**src/rtl/ssu_pkg.sv**
```systemverilog
package ssu_pkg;
  localparam int TRIPLE_WORDS = 3;

  typedef enum logic [1:0] {
    ST_IDLE  = 2'd0,
    ST_FETCH = 2'd1,
    ST_EXEC  = 2'd2
  } ssu_state_t;
endpackage

```
**src/rtl/ssu_fetch.sv**
```systemverilog
module ssu_fetch
  import ssu_pkg::*;
#(
  parameter int DATA_W = 32,
  parameter int ADDR_W = 8,
  parameter int DIM_W  = 4
) (
  input  logic              clk,
  input  logic              rst_n,
  input  logic              enable,
  input  logic [ADDR_W-1:0] base_addr,
  input  logic [DIM_W-1:0]  dim_sel,
  output logic              rd_req,
  output logic [ADDR_W-1:0] rd_addr,
  input  logic              rd_valid,
  input  logic [DATA_W-1:0] rd_data,
  output logic [DATA_W-1:0] lo,
  output logic [DATA_W-1:0] hi,
  output logic [DATA_W-1:0] stride,
  output logic              done
);
  localparam logic [1:0] LAST_WORD = 2'(TRIPLE_WORDS - 1);

  logic [1:0]        word_q, word_d;
  logic [DATA_W-1:0] trip_q [TRIPLE_WORDS];
  logic [ADDR_W-1:0] entry_off;

  // entry offset = 3 * dim
  assign entry_off = ADDR_W'(dim_sel) + ADDR_W'({dim_sel, 1'b0});
  assign rd_addr   = base_addr + entry_off + ADDR_W'(word_q);
  assign rd_req    = enable;
  assign done      = enable && rd_valid && (word_q == LAST_WORD);

  always_comb begin
    word_d = word_q;
    if (!enable) begin
      word_d = '0;
    end else if (rd_valid) begin
      word_d = (word_q == LAST_WORD) ? 2'd0 : word_q + 2'd1;
    end
  end

  always_ff @(posedge clk or negedge rst_n) begin
    if (!rst_n) word_q <= '0;
    else        word_q <= word_d;
  end

  for (genvar g = 0; g < TRIPLE_WORDS; g++) begin : g_word
    logic cap_en;
    assign cap_en = enable && rd_valid && (word_q == 2'(g));
    always_ff @(posedge clk or negedge rst_n) begin
      if (!rst_n)      trip_q[g] <= '0;
      else if (cap_en) trip_q[g] <= rd_data;
    end
  end

  assign lo     = trip_q[0];
  assign hi     = trip_q[1];
  assign stride = trip_q[2];
endmodule

```
**src/rtl/ssu_arith.sv**
```systemverilog
module ssu_arith #(
  parameter int DATA_W = 32
) (
  input  logic [DATA_W-1:0] sub,
  input  logic [DATA_W-1:0] lo,
  input  logic [DATA_W-1:0] hi,
  input  logic [DATA_W-1:0] stride,
  input  logic [DATA_W-1:0] acc,
  input  logic              first,
  output logic              in_range,
  output logic [DATA_W-1:0] sum,
  output logic              add_ovf
);
  logic [DATA_W-1:0] diff, term, addend;

  assign in_range = ($signed(sub) >= $signed(lo)) && ($signed(sub) <= $signed(hi));
  assign diff     = sub - lo;
  assign term     = diff * stride;           // low DATA_W bits kept
  assign addend   = first ? '0 : acc;
  assign sum      = addend + term;
  assign add_ovf  = (addend[DATA_W-1] == term[DATA_W-1]) &&
                    (sum[DATA_W-1] != addend[DATA_W-1]);
endmodule

```
**src/rtl/subscript_unit.sv**
```systemverilog
module subscript_unit
  import ssu_pkg::*;
#(
  parameter int DATA_W = 32,
  parameter int ADDR_W = 8,
  parameter int DIM_W  = 4
) (
  input  logic              clk,
  input  logic              rst_n,
  input  logic              cmd_first,
  input  logic              cmd_next,
  input  logic [ADDR_W-1:0] dv_ptr,
  input  logic [DATA_W-1:0] subscript,
  output logic              rd_req,
  output logic [ADDR_W-1:0] rd_addr,
  input  logic              rd_valid,
  input  logic [DATA_W-1:0] rd_data,
  output logic              busy,
  output logic [DATA_W-1:0] disp,
  output logic              bound_irq,
  output logic              acc_ovf
);
  ssu_state_t        state_q, state_d;
  logic              first_q, first_d;
  logic [DATA_W-1:0] sub_q, sub_d;
  logic [ADDR_W-1:0] base_q, base_d;
  logic [DIM_W-1:0]  dim_q, dim_d, dim_sel;
  logic [DATA_W-1:0] acc_q, acc_d;
  logic              ovf_q, ovf_d;
  logic              irq_q, irq_d;
  logic              cmd_en, commit_en;

  logic [DATA_W-1:0] t_lo, t_hi, t_stride, sum;
  logic              fetch_done, in_range, add_ovf;

  assign dim_sel = first_q ? '0 : dim_q + DIM_W'(1);

  ssu_fetch #(.DATA_W(DATA_W), .ADDR_W(ADDR_W), .DIM_W(DIM_W)) i_fetch (
    .clk       (clk),
    .rst_n     (rst_n),
    .enable    (state_q == ST_FETCH),
    .base_addr (base_q),
    .dim_sel   (dim_sel),
    .rd_req    (rd_req),
    .rd_addr   (rd_addr),
    .rd_valid  (rd_valid),
    .rd_data   (rd_data),
    .lo        (t_lo),
    .hi        (t_hi),
    .stride    (t_stride),
    .done      (fetch_done)
  );

  ssu_arith #(.DATA_W(DATA_W)) i_arith (
    .sub      (sub_q),
    .lo       (t_lo),
    .hi       (t_hi),
    .stride   (t_stride),
    .acc      (acc_q),
    .first    (first_q),
    .in_range (in_range),
    .sum      (sum),
    .add_ovf  (add_ovf)
  );

  assign cmd_en    = (state_q == ST_IDLE) && (cmd_first || cmd_next);
  assign commit_en = (state_q == ST_EXEC) && in_range;

  // next-state
  always_comb begin
    state_d = state_q;
    first_d = first_q;
    sub_d   = sub_q;
    base_d  = base_q;
    dim_d   = dim_q;
    acc_d   = acc_q;
    ovf_d   = ovf_q;
    irq_d   = 1'b0;
    unique case (state_q)
      ST_IDLE: begin
        if (cmd_en) begin
          state_d = ST_FETCH;
          first_d = cmd_first;
          sub_d   = subscript;
          if (cmd_first) begin
            base_d = dv_ptr;
            dim_d  = '0;
          end
        end
      end
      ST_FETCH: begin
        if (fetch_done) state_d = ST_EXEC;
      end
      ST_EXEC: begin
        state_d = ST_IDLE;
        if (in_range) begin
          acc_d = sum;
          dim_d = dim_sel;
          ovf_d = first_q ? 1'b0 : (ovf_q | add_ovf);
        end else begin
          irq_d = 1'b1;
        end
      end
      default: state_d = ST_IDLE;
    endcase
  end

  // registers
  always_ff @(posedge clk or negedge rst_n) begin
    if (!rst_n) begin
      state_q <= ST_IDLE;
      first_q <= 1'b0;
      sub_q   <= '0;
      base_q  <= '0;
      dim_q   <= '0;
      acc_q   <= '0;
      ovf_q   <= 1'b0;
      irq_q   <= 1'b0;
    end else begin
      state_q <= state_d;
      irq_q   <= irq_d;
      if (cmd_en) begin
        first_q <= first_d;
        sub_q   <= sub_d;
        base_q  <= base_d;
      end
      if (cmd_en || commit_en) dim_q <= dim_d;
      if (commit_en) begin
        acc_q <= acc_d;
        ovf_q <= ovf_d;
      end
    end
  end

  assign busy      = (state_q != ST_IDLE);
  assign disp      = acc_q;
  assign bound_irq = irq_q;
  assign acc_ovf   = ovf_q;
endmodule

```
**config.mk**
```make
export PLATFORM = sky130hd
export DESIGN_NAME = subscript_unit
export DESIGN_NICKNAME = d
export VERILOG_FILES = /design/src/rtl/ssu_pkg.sv /design/src/rtl/ssu_fetch.sv /design/src/rtl/ssu_arith.sv /design/src/rtl/subscript_unit.sv
export SDC_FILE = /design/constraint.sdc
export NUM_CORES = 2
export LEC_CHECK = 0
export ABC_CLOCK_PERIOD_IN_PS = 18050
export CAP_MARGIN = 20
export CORE_UTILIZATION = 60
export DETAILED_ROUTE_END_ITERATION = 10
export PLACE_DENSITY = 0.79
export SLEW_MARGIN = 20
export SYNTH_ARGS = -nofsm -noshare
export SYNTH_HDL_FRONTEND = slang
export SYNTH_HIERARCHICAL = 1
export SYNTH_SLANG_ARGS = --single-unit
```
**constraint.sdc**
```tcl
create_clock -name clk -period 18.05 [get_ports clk]
set_input_delay 4.5125 -clock clk [delete_from_list [all_inputs] [get_ports clk]]
set_output_delay 4.5125 -clock clk [all_outputs]
set_load 0.01 [all_outputs]
```
==> out/results.ini <==
[drt]
wirelength_um=65700
drt_iter0_markers=1526
routed-via-count=19720
post_drt_via_cell_ratio=5.663
antenna_left=0
dr.pass1.iters=5
wl_per_cell_um=18.87
drc_errors=0

[floorplanning]
rows=77
start_util=0.6087
die_w_um=214.0
die_y_um=214.0
die_area_um2=45810
core_area_um2=44320
io_pins=121

[clock_network]
ctsHtreeMaxLevel=4
postCtsHoldBufs=0
cts_tree=built
root_buffer=clkbuf_16
clkTransAtPathRegs_ns=0.08
clk_latency_ns=0.49
cts.sinks=179
clk_path_buf_depth=2
cts_resized=0
post_cts_buffers=0
cts_buffers=17

[yosys]
synth-edff-count=0
ys_ff_latch=179
avgSynthCellArea_um2=9.569
ys_async_sr_fraction=1.000
synth-seq-area-share=0.1660
synth_fp_nets=3538
ys_types=69
syn_area_um2=26980
synth-main-ff-cell=dfrtp_1
ys_warn_count=6
synthCells=2819

[cells_and_area]
diodes=0
drive_gt1_frac=0.07439
final_nets=3597
syn2layout_area_growth_pct=8.683
final_util=0.6615

[placement]
port_buffers=120
place_hpwl_um=50590
place_congestion=0.9378
pre_cts_ws_ns=6.441

[critical_path]
cp_slowest_cell=a2111oi_0
required_ns=18.43
start_kind=flip-flop
reg2reg_setup_slack_ns=6.41
arrival_ns=12.02
crit_type=flip-flop to flip-flop
worstSetupEndpointType=flip-flop
slowest_delay_ns=0.70
crit_top_cell=fa_1
crit_fanout=18

[timing]
fin_skew_ns=0.01876
relSlewSlack=0.2665
rsz0062_at_grt=false
min_period_ns=11.64
fin_tns_setup_ns=0
period_share=0.6446
fmax_mhz=85.94
finalHoldViolCount=0
worst_pin_slew_ns=1.100
worst_slack_ns=6.414
slew_viol_final=0
finalSetupViolCount=0

[status]
outcome=completed

[min_path]
hold_path.class=flip-flop to flip-flop

[global_routing]
grt_antenna_before_repair=1
grt_pass1_vias=21380
grt_pass1_wl_um=109000
grt_usage=0.3015
grt_max_degree=107
grt-ovfl-total=0

[flow_run]
max_cap_violations=0

## metrics by stage
stage | instance area (µm²) | hold slack, ns | instances
after floorplan | 26980 | 0.4379 | 2819
after CTS | 29270 | 0.4975 | 3481
after global routing | 29320 | 0.5116 | 3482
after detailed placement | 28680 | 0.4795 | 3450
after global placement | 28680 | 0.4545 | 3450
final | 29320 | 0.5007 | 3482
## layer usage
layer | vias to the layer above | global-route usage | wire, µm
li1 | 8861 | - | -
met1 | 9975 | 0.3938 | 27190
met2 | 745 | 0.5091 | 31930
met3 | 137 | 0.04936 | 4528
met4 | 0 | 0.1060 | 2057
met5 | - | 0 | 0
## layout make-up
class / count / area (µm²)
clock buffers: 20 / 456.7
fillers: 3506 / 15000
multi-input cells: 2034 / 20190
clock inverters: 11 / 141.4
well taps: 592 / 740.7
inverters: 498 / 1869
repair buffers: 148 / 1435
flip-flops and latches: 179 / 4481
## state kept, by name, summed over array words and instances (netlist names)
name and count:
disp 32, i_fetch/hi 32, i_fetch/lo 32, i_fetch/stride 32
sub_q 32, base_q 8, dim_q 4, i_fetch/word_q 2
state_q 2, acc_ovf 1, bound_irq 1, first_q 1
## worst max-delay path, delay by kind of cell, from the launching register on
kind / cells / cell delay (ns)
buffers and inverters: 6 / 0.66
multiplexers: 1 / 0.25
AND/OR/NAND/NOR: 5 / 0.82
flip-flops: 1 / 0.35
XOR/XNOR: 2 / 0.41
AO/OA/AOI/OAI: 14 / 3.76
adder cells (fa/ha/maj): 12 / 5.25
## synthesized netlist by cell type (10+ instances only)
cell type | count | area [µm²]
clkbuf_1 | 88 | 330.3
and2_1 | 197 | 1232
ha_1 | 227 | 2840
nand2_1 | 393 | 1475
a21oi_1 | 88 | 440.4
nand2b_1 | 38 | 237.7
nor2b_1 | 102 | 638.1
nand4_1 | 13 | 81.33
inv_1 | 498 | 1869
nand3_1 | 18 | 90.09
nor2_1 | 46 | 172.7
mux2_4 | 35 | 525.5
o21ai_0 | 51 | 255.2
xor2_1 | 37 | 324.1
a21o_1 | 43 | 322.8
dfrtp_1 | 179 | 4479
mux2_2 | 98 | 1104
o21bai_1 | 11 | 82.58
xnor2_1 | 91 | 797.0
fa_1 | 415 | 8308
o21a_1 | 10 | 75.07
## layout by cell type, fill, tap and decap left out, types with 27 or more instances in the layout
| cell | netlist | routed |
|---|---|---|
| nor2b_1 | 102 | 102 |
| fa_1 | 415 | 415 |
| xor2_1 | 37 | 35 |
| inv_1 | 498 | 498 |
| ha_1 | 227 | 227 |
| a21o_1 | 43 | 43 |
| dfrtp_1 | 179 | 178 |
| o21ai_0 | 51 | 51 |
| buf_4 | 5 | 27 |
| xnor2_1 | 91 | 87 |
| and2_1 | 197 | 197 |
| nor2_1 | 46 | 46 |
| clkdlybuf4s50_1 | 0 | 119 |
| mux2_2 | 98 | 98 |
| mux2_4 | 35 | 35 |
| a21oi_1 | 88 | 88 |
| nand2b_1 | 38 | 38 |
| nand2_1 | 393 | 393 |
## worst paths after layout
kind | startpoint | to | cells past startpoint
setup / recovery | sub_q[0]$_DFFE_PN0P_ | disp[30]$_DFFE_PN0P_ | 40
setup reg to reg | sub_q[0]$_DFFE_PN0P_ | disp[30]$_DFFE_PN0P_ | 40
hold reg to reg | i_fetch/stride[31]$_DFFE_PN0P_ | i_fetch/stride[31]$_DFFE_PN0P_ | 2
hold / removal | i_fetch/stride[31]$_DFFE_PN0P_ | i_fetch/stride[31]$_DFFE_PN0P_ | 2
min in group asynchronous | rst_n | disp[17]$_DFFE_PN0P_ | 1
max in group asynchronous | rst_n | i_fetch/stride[28]$_DFFE_PN0P_ | 2
## kinds of logic (layout without fill, tap and decap cells)
| group | after synthesis | in the layout | share of synthesized area |
|---|---|---|---|
| simple gates | 852 | 852 | 0.1577 |
| fa+ha+maj | 642 | 642 | 0.4133 |
| buf+inv | 606 | 677 | 0.08780 |
| compound gates | 261 | 261 | 0.06164 |
| flops | 179 | 179 | 0.1660 |
| mux | 140 | 140 | 0.06313 |
| xor+xnor | 139 | 139 | 0.05046 |
Power is left out: the tool's default activity adds up to more than one toggle a clock period on the data nets, which glitch-free logic cannot reach.
